--- config.mk ---
export PLATFORM = sky130hd
export DESIGN_NAME = cap_fifo_top
export DESIGN_NICKNAME = d
export VERILOG_FILES = /design/src/rtl/cap_fifo_pkg.sv /design/src/rtl/cap_fifo_store.sv /design/src/rtl/cap_fifo_events.sv /design/src/rtl/cap_fifo_top.sv
export SDC_FILE = /design/constraint.sdc
export NUM_CORES = 2
export LEC_CHECK = 0
export BUFFER_PORTS_ARGS = -buffer_cell sky130_fd_sc_hd__buf_2
export CORE_MARGIN = 5
export CORE_UTILIZATION = 45
export DETAILED_ROUTE_END_ITERATION = 12
export SETUP_SLACK_MARGIN = 0.15
export SYNTH_ARGS = -nofsm -noshare
export SYNTH_HDL_FRONTEND = slang
export SYNTH_SLANG_ARGS = --single-unit
--- constraint.sdc ---
create_clock -name clk -period 5.3 [get_ports clk]
set_input_delay 0 -clock clk [delete_from_list [all_inputs] [get_ports clk]]
set_output_delay 0 -clock clk [all_outputs]
set_load 0.005 [all_outputs]
--- src/rtl/cap_fifo_pkg.sv ---
package cap_fifo_pkg;
  localparam int EVT_N = 5;

  typedef enum int {
    EV_UNDER = 0,
    EV_OVER  = 1,
    EV_MARK  = 2,
    EV_FULL  = 3,
    EV_AVAIL = 4
  } evt_idx_e;

  // level after one cycle of accepted push/pop
  function automatic int unsigned lvl_step(int unsigned lvl, bit push, bit pop);
    return lvl + (push ? 1 : 0) - (pop ? 1 : 0);
  endfunction

  function automatic int unsigned hi_water(int unsigned pk, int unsigned lvl);
    return (lvl > pk) ? lvl : pk;
  endfunction

  // threshold field is stored as words minus one
  function automatic int unsigned mark_words(int unsigned field);
    return field + 1;
  endfunction

  function automatic int unsigned ptr_wrap(int unsigned p, int unsigned depth);
    return (p == depth - 1) ? 0 : p + 1;
  endfunction
endpackage

--- src/rtl/cap_fifo_store.sv ---
module cap_fifo_store
  import cap_fifo_pkg::*;
#(
  parameter int DATA_W = 32,
  parameter int DEPTH  = 128,
  localparam int PTR_W = $clog2(DEPTH),
  localparam int LVL_W = $clog2(DEPTH + 1)
) (
  input  logic              clk,
  input  logic              rst_n,
  input  logic              flush,
  input  logic              wr_en,
  input  logic [DATA_W-1:0] wr_data,
  input  logic              rd_en,
  output logic [DATA_W-1:0] rd_data,
  output logic [LVL_W-1:0]  level,
  output logic [LVL_W-1:0]  peak,
  output logic              wr_drop,
  output logic              rd_starve
);
  logic [DATA_W-1:0] mem [DEPTH];
  logic [PTR_W-1:0]  wr_ptr, rd_ptr;
  logic [LVL_W-1:0]  lvl_nxt;
  logic              is_full, is_empty, wr_ok, rd_ok;

  assign is_full   = (level == LVL_W'(DEPTH));
  assign is_empty  = (level == '0);
  assign wr_ok     = wr_en & ~is_full & ~flush;
  assign rd_ok     = rd_en & ~is_empty & ~flush;
  assign wr_drop   = wr_en & is_full & ~flush;
  assign rd_starve = rd_en & is_empty & ~flush;
  assign lvl_nxt   = LVL_W'(lvl_step(int'(level), wr_ok, rd_ok));

  always_ff @(posedge clk) begin
    if (wr_ok) mem[wr_ptr] <= wr_data;
  end

  always_ff @(posedge clk or negedge rst_n) begin
    if (!rst_n) begin
      wr_ptr  <= '0;
      rd_ptr  <= '0;
      level   <= '0;
      peak    <= '0;
      rd_data <= '0;
    end else if (flush) begin
      wr_ptr <= '0;
      rd_ptr <= '0;
      level  <= '0;
      peak   <= '0;
    end else begin
      if (wr_ok) wr_ptr <= PTR_W'(ptr_wrap(int'(wr_ptr), DEPTH));
      if (rd_ok) begin
        rd_ptr  <= PTR_W'(ptr_wrap(int'(rd_ptr), DEPTH));
        rd_data <= mem[rd_ptr];
      end else if (rd_starve) begin
        rd_data <= '0;
      end
      level <= lvl_nxt;
      peak  <= LVL_W'(hi_water(int'(peak), int'(lvl_nxt)));
    end
  end

  a_r3_level_bound: assert property (@(posedge clk) disable iff (!rst_n)
    level <= LVL_W'(DEPTH));
  a_r4_drop_keeps_level: assert property (@(posedge clk) disable iff (!rst_n)
    (wr_drop && !rd_en) |=> level == $past(level));
  a_r5_starve_zero: assert property (@(posedge clk) disable iff (!rst_n)
    rd_starve |=> (rd_data == '0));
  a_r6_peak_floor: assert property (@(posedge clk) disable iff (!rst_n)
    peak >= level);
  a_r13_flush_clears: assert property (@(posedge clk) disable iff (!rst_n)
    flush |=> (level == '0 && peak == '0));
endmodule

--- src/rtl/cap_fifo_events.sv ---
module cap_fifo_events #(
  parameter int N = 5
) (
  input  logic         clk,
  input  logic         rst_n,
  input  logic [N-1:0] set_vec,
  input  logic         clr_we,
  input  logic [N-1:0] clr_mask,
  input  logic [N-1:0] enable,
  output logic [N-1:0] status,
  output logic         irq
);
  logic [N-1:0] clr_eff;

  assign clr_eff = clr_we ? clr_mask : '0;

  always_ff @(posedge clk or negedge rst_n) begin
    if (!rst_n) status <= '0;
    else        status <= (status & ~clr_eff) | set_vec;
  end

  assign irq = |(status & enable);

  a_r11_set_wins: assert property (@(posedge clk) disable iff (!rst_n)
    (set_vec != '0) |=> ((status & $past(set_vec)) == $past(set_vec)));
  a_r10_w1c_clears: assert property (@(posedge clk) disable iff (!rst_n)
    clr_we |=> ((status & $past(clr_mask & ~set_vec)) == '0));
  a_r9_sticky: assert property (@(posedge clk) disable iff (!rst_n)
    !clr_we |=> ((status & $past(status)) == $past(status)));
endmodule

--- src/rtl/cap_fifo_top.sv ---
module cap_fifo_top
  import cap_fifo_pkg::*;
#(
  parameter int DATA_W = 32,
  parameter int DEPTH  = 128,
  localparam int THR_W = $clog2(DEPTH),
  localparam int LVL_W = $clog2(DEPTH + 1)
) (
  input  logic              clk,
  input  logic              rst_n,
  input  logic              flush,
  input  logic              wr_en,
  input  logic [DATA_W-1:0] wr_data,
  input  logic              rd_en,
  output logic [DATA_W-1:0] rd_data,
  output logic [LVL_W-1:0]  level,
  output logic [LVL_W-1:0]  peak,
  output logic              full,
  output logic              not_empty,
  input  logic [THR_W-1:0]  thr_field,
  output logic              thr_hit,
  input  logic              dma_en,
  output logic              dma_req,
  input  logic [EVT_N-1:0]  evt_en,
  input  logic              clr_we,
  input  logic [EVT_N-1:0]  clr_mask,
  output logic [EVT_N-1:0]  evt_status,
  output logic              irq
);
  logic             wr_drop, rd_starve;
  logic [LVL_W-1:0] mark;
  logic [EVT_N-1:0] set_vec;

  cap_fifo_store #(.DATA_W(DATA_W), .DEPTH(DEPTH)) u_store (
    .clk(clk), .rst_n(rst_n), .flush(flush),
    .wr_en(wr_en), .wr_data(wr_data), .rd_en(rd_en), .rd_data(rd_data),
    .level(level), .peak(peak), .wr_drop(wr_drop), .rd_starve(rd_starve)
  );

  assign mark      = LVL_W'(mark_words(int'(thr_field)));
  assign full      = (level == LVL_W'(DEPTH));
  assign not_empty = (level != '0);
  assign thr_hit   = (level >= mark);
  assign dma_req   = dma_en & thr_hit;

  always_comb begin
    set_vec           = '0;
    set_vec[EV_UNDER] = rd_starve;
    set_vec[EV_OVER]  = wr_drop;
    set_vec[EV_MARK]  = thr_hit;
    set_vec[EV_FULL]  = full;
    set_vec[EV_AVAIL] = not_empty;
  end

  cap_fifo_events #(.N(EVT_N)) u_events (
    .clk(clk), .rst_n(rst_n), .set_vec(set_vec), .clr_we(clr_we),
    .clr_mask(clr_mask), .enable(evt_en), .status(evt_status), .irq(irq)
  );

  a_r8_dma_gate: assert property (@(posedge clk) disable iff (!rst_n)
    dma_req |-> dma_en);
  a_r4_overflow_flag: assert property (@(posedge clk) disable iff (!rst_n)
    wr_drop |=> evt_status[EV_OVER]);
  a_r5_underflow_flag: assert property (@(posedge clk) disable iff (!rst_n)
    rd_starve |=> evt_status[EV_UNDER]);
  a_r12_irq_source: assert property (@(posedge clk) disable iff (!rst_n)
    irq |-> ((evt_status & evt_en) != '0));
endmodule

# Word-level counts from Yosys, hierarchy flattened
# Memory sizes are Yosys's and may differ from the RTL's.
# Index checks and enable logic that the tools add are counted.
# totals
word_cells	57
in_bits	56
latchBits	0
reg_bits	67
mem_bits_rw	4096
output_inout_bits	58
mem_count	1
mem_bits_ro	0
# mem_list
name	depth	width	rd	rd_ports_with_merged_regs	wr	line_no	rtl
u_store.mem	128	32	1	0	1	cap_fifo_store.sv:21	logic [DATA_W-1:0] mem [DEPTH];
# classes
magnitude_cmp	2
shift	0
n_mul	0
div	0
n_bitwise	16
eq_ne	3
muxes	16
n_addsub	5
reduce_logical	8
# ops
operator	n
$mux 32	2
$mux 7	6
$mux 8	3
$add 7x1->7 const B	2
$eq 7x7->1 const B	2
$and 5x5->5	2
$and 1x1->1	9
$add 7x1->8 const B	1
$add 8x8->8	1
$eq 8x8->1 const B	1
$ge 8x8->1	1
$gt 8x8->1	1
$logic_not 8->1	1
$reduce_bool 2->1	4
$reduce_bool 8->1	1
$sub 8x8->8	1
$mux 5	1
$not 5->5	1
$or 5x5->5	1
$reduce_or 5->1	1
$mux 1	4
$not 1->1	3
$reduce_and 2->1	1

# Logic depth before layout (Yosys ltp)
# depth
depth_word	10
depth_mapped	26

# Hierarchy
# From an unflattened synthesis, not the netlist that was laid out.
# hier_totals
cells_unflattened	7278
hier_area_um2	160388.8
# by_module_without_submodules
module	area_each_um2	instances	cells_per_inst
cap_fifo_store	159870.8	1	7219
cap_fifo_top	315.3	1	41
cap_fifo_events	202.7	1	18

# Worst setup path before layout
# OpenSTA, ideal clock, no wires.
# synth_path
path_kind	reg2reg
start	reg u_store.level[4]
end	reg u_store.peak[7]
setup_ns	0.099
path_buffers	3
required_ns	5.201
t_arrival_ns	4.848
path_stages_with_launch	25
synth_period_minus_slack_ns	4.948
setup_slack_ns	0.352
path_cell_list	dfrtp_1 > inv_1 > ha_1 > and4bb_2 > and2_1 > clkbuf_1 > clkinv_1 > nand3_1 > inv_1 > clkbuf_1 > ha_1 > inv_1 > ha_1 > fa_1 > a21oi_1 > o21bai_1 > a21oi_1 > o21bai_1 > xor2_1 > ha_1 > a21o_1 > a21o_1 > or3b_2 > clkbuf_1 > a311oi_1
# synth_between
elab_chain_len	9
# synth_lines
element	line_no	rtl
from (decl)	cap_fifo_store.sv:16	output logic [LVL_W-1:0] level,
from (signal assigned)	cap_fifo_store.sv:58	level <= lvl_nxt;
$eq 8x8->1	cap_fifo_store.sv:26	assign is_full = (level == LVL_W'(DEPTH));
$not 1->1	cap_fifo_store.sv:28	assign wr_ok = wr_en & ~is_full & ~flush;
$and 1x1->1 (2 in series)	cap_fifo_store.sv:28	
$mux 1	cap_fifo_pkg.sv:14	return lvl + (push ? 1 : 0) - (pop ? 1 : 0);
$add 8x8->8	cap_fifo_pkg.sv:14	
$sub 8x8->8 *	cap_fifo_pkg.sv:14	
$gt 8x8->1 / $mux 8 (equally long branches)	cap_fifo_pkg.sv:18	return (lvl > pk) ? lvl : pk;
$reduce_bool 2->1 (no line) / $mux 8 (equally long branches)	--	
to (signal assigned)	cap_fifo_store.sv:59	peak <= LVL_W'(hi_water(int'(peak), int'(lvl_nxt)));
to (decl)	cap_fifo_store.sv:17	output logic [LVL_W-1:0] peak,
# Mark *: on every way between the ends. The rest lies on a longest branch, timed or not. The select of a mux whose other input is x is not followed.
# A chain may end at the register's enable or synchronous reset.

# Worst setup path after layout
# Same ends and word-level chain as after synthesis.

==> impl_results.md <==
* Clock slew at reported path FFs at approximately 60 ps
* CP max stage delay at around 560 ps
* Avg Cell Area, Syn at 21.6 µm²
* Post-synth EDFFs at approximately 4100
* Peak VDD IR at just under 0.0003 V
* Final setup viols at 0
* Routed wire length at 490 mm
* Gate Count Post-Synth at approximately 7400
* CP arrival at about 5700 ps
* Initial Utilization at a little under half
* DRC at 0
* Static leakage at ~0.057 µW
* Drt wl/cell at 37.2 µm
* Port-buffer cells at about 110
* DRT Pass-1 Iters at 8
* Final HPWL from detailed placement at between 200 and 300 mm
* Fin crit share at about nine tenths
* Yosys warning total at 0
* I/O pin total at 114
* Critical Path RT at a little over 6000 ps
* Worst setup EP type: register
* Main synth FF type: edfxtp_1
* Crit path kind: reg -> reg
* Crit-path leading delay family: compound AO/OA/AOI/OAI gates
* WP buf/inv at 5
* Die W at a little over 600 µm
* Hold Crit Class: in -> reg
* Synthesis-to-finish area growth at 14.7%
* Fin nets at ~8000
* Register area share after synthesis at between 70% and 80%
* Via/cell ratio at around 6.3
* Vias post-DR at ~84000
* Post-layout min period at ~4800 ps
* Clk_lat worst skew at a little over 1000 ps
* Share of cells above drive strength 1 at around a quarter
* Worst-Margin Slew at approximately 1400 ps
* CTS H-Tree Depth at 5
* Final TNS setup at 0 ps
* Worst clock skew at 109 ps
* Yosys reg bits at roughly 4200
* Row cnt at between 200 and 250
* Core Region at 356000 µm²
* Synth cell types at 73
* FFs w/ async S/R, synth at about 1.6%
* Vias in the first global route at about 82000
* Maximum fanout along the worst path at 9
* CP cell instances: inv_1 > ha_1 > and4bb_2 > and2_1 > clkinv_1 > nand3_1 > inv_1 > ha_1 > inv_1 > ha_1 > a21o_1 > a21oi_1 > o21bai_1 > a2111oi_2 > a211oi_1 > xor2_1 > inv_1 > ha_1 > a21o_1 > or3b_2 > a311oi_1
* GRT Total Usage at a little over a quarter
* Critical path's slowest cell: or3b_2
* CTS tree: done
* GPL Wtd Cong at between 0.8 and 0.9
* Die Y at between 600 and 700 µm
* Die ar. at around 370000 µm²
* DR iter-0 viols at about 12000
* Mapped Area at around 160000 µm²
* Cell Pwr Density at 417 nW/µm²
* Syn nets at 7516
* Post-route ant nets at 0
* First-pass GRT wire length at ~670 mm
* # clock sinks at between 4000 and 5000
* Final number of hold-violating endpoints at 0
* Root Buffer: clkbuf_16
* Largest net degree at the start of global routing at 97
* Outcome: finished clean
* Initial antenna violation count at 50
* Rel. slew slack at between 6 and 7%
* Critical Path Start Type: register
* Fin cells at approximately 13000
* Clock Tree Buf Depth at 4
* RSZ-0062 raised after global routing: no
* Overflow after GRT at 0
* CTS buffer count at roughly 420
* Maximum operating frequency at around 210 MHz
* Final Max Tran Viols at 0
* Placed Cells at around 12000
* Max Cap Viol at 0
[synth_stat cells, types with 5 or more instances]
cell	number	share of area, %
a32oi_1	6	0.033
nor4_1	10	0.039
buf_12	5	0.062
and2_1	23	0.090
a22oi_1	91	0.43
a2111oi_0	42	0.23
nor2b_1	17	0.066
inv_1	28	0.065
o22ai_1	99	0.39
clkbuf_1	177	0.41
nand3b_1	5	0.023
nor3_1	44	0.14
nor2_1	224	0.52
mux4_2	900	13
edfxtp_1	4096	77
nand3_1	54	0.17
o211ai_1	15	0.070
nand2b_1	6	0.023
nand2_1	235	0.55
buf_8	7	0.065
o221ai_1	39	0.21
o31ai_1	17	0.079
buf_1	30	0.070
a211oi_1	67	0.31
a221oi_1	45	0.25
buf_2	87	0.27
a21o_1	9	0.042
buf_4	39	0.18
xor2_1	12	0.065
mux2_2	18	0.13
o21ai_0	135	0.42
o21a_1	6	0.028
ha_1	31	0.24
nand4_1	12	0.047
a21oi_1	136	0.42
a31oi_1	21	0.082
mux2i_1	389	2.4
dfrtp_1	67	1.0
or3_1	11	0.043
and3_1	6	0.023
buf_6	77	0.54
a22o_1	21	0.11
[placed cells by master (no fill, tap or decap), types with 94 or more instances in the layout]
master     count
edfxtp_1    4096
nor2_1        94
nor2_4       129
clkinv_1      95
mux2i_1      389
mux4_2       900
nand2_1      234
clkbuf_1     105
a21oi_1      136
buf_4        437
o22ai_1       99
o21ai_0      130
clkbuf_16    427
[path summary, 6_finish.rpt]
kind	start	end	slack [ps]	depth (start not counted)
max in group asynchronous	rst_n	u_store.rd_ptr[6]$_DFFE_PN0P_	4120	4
min in group asynchronous	rst_n	u_store.peak[2]$_DFFE_PN0P_	170	4
min reg2reg	u_store.rd_data[17]$_DFFE_PN0P_	u_store.rd_data[17]$_DFFE_PN0P_	490	2
max reg2reg	u_store.level[4]$_DFF_PN0_	u_store.peak[7]$_DFFE_PN0P_	460	21
min	flush	u_store.level[7]$_DFF_PN0_	90	4
max	u_store.level[4]$_DFF_PN0_	u_store.peak[7]$_DFFE_PN0P_	460	21
[worst min-delay path, delay by kind of cell]
kind	cells	cell delay (ps)
and+or+nand+nor	1	140
buffers and inverters	3	920
[stage by stage]
stage          cell area [µm²]  worst slack, ps  power, µW  hold slack [ps]  utilization (%)
2_1_floorplan           161000              352      44200             -296                -
3_3_place_gp            170000              518      47900            -20.8             47.8
3_5_place_dp            170000              407      48000            -12.6             47.8
4_1_cts                 184000              356      77200             27.3             51.8
5_1_grt                 184000              195      79200              109             51.8
6_report                184000              464      76900             90.5             51.8
[flip-flops by register name, indices dropped and copies added (netlist names)]
register         cells
u_store.rd_data     32
u_store.peak         8
u_store.rd_ptr       7
u_store.level        8
u_store.mem       4096
u_events.status      5
u_store.wr_ptr       7
[repair_timing]
item	in CTS	in global routing
hold buffers	60	0
endpoints found under the setup margin	0	8
hold endpoints to repair	2284	0
gates resized for setup	0	5
setup buffers	0	1
[cell families (layout without fill, tap and decap cells)]
family,after synthesis,in the layout,share of synthesized area (%)
AOI/OAI and AO/OA,795,795,3.37
and+or+nand+nor,661,661,1.80
other,0,17,0
muxes,1307,1307,15.2
adders and majority gates,32,32,0.254
buffers and inverters,454,1455,1.68
DFF,4163,4163,77.6
xor gates and xnor gates,16,16,0.0873
[cell type report]
cell class / count / area [µm²]
antenna: 17 / 42.5
clock buffer: 543 / 11200
clock inverter: 241 / 2360
sequential: 4163 / 125000
timing repair buffer: 640 / 5550
inverter: 31 / 125
fill: 27800 / 171000
tap: 4751 / 5940
multi-input combinational: 2811 / 34300
[metal layers]
metal,vias up,GRT usage [%],wire length [µm]
li1,32700,-,-
met1,45100,35.9,187000
met2,4974,40.3,228000
met3,919,5.82,51400
met4,10,11.1,24000
met5,-,0,69
[where the power goes]
group | internal (µW) | total (µW) | switching [µW]
clock network | 16900 | 29400 | 12500
registers | 36400 | 36800 | 430
logic | 4570 | 10600 | 6070
(Power assumes the default switching activity.)
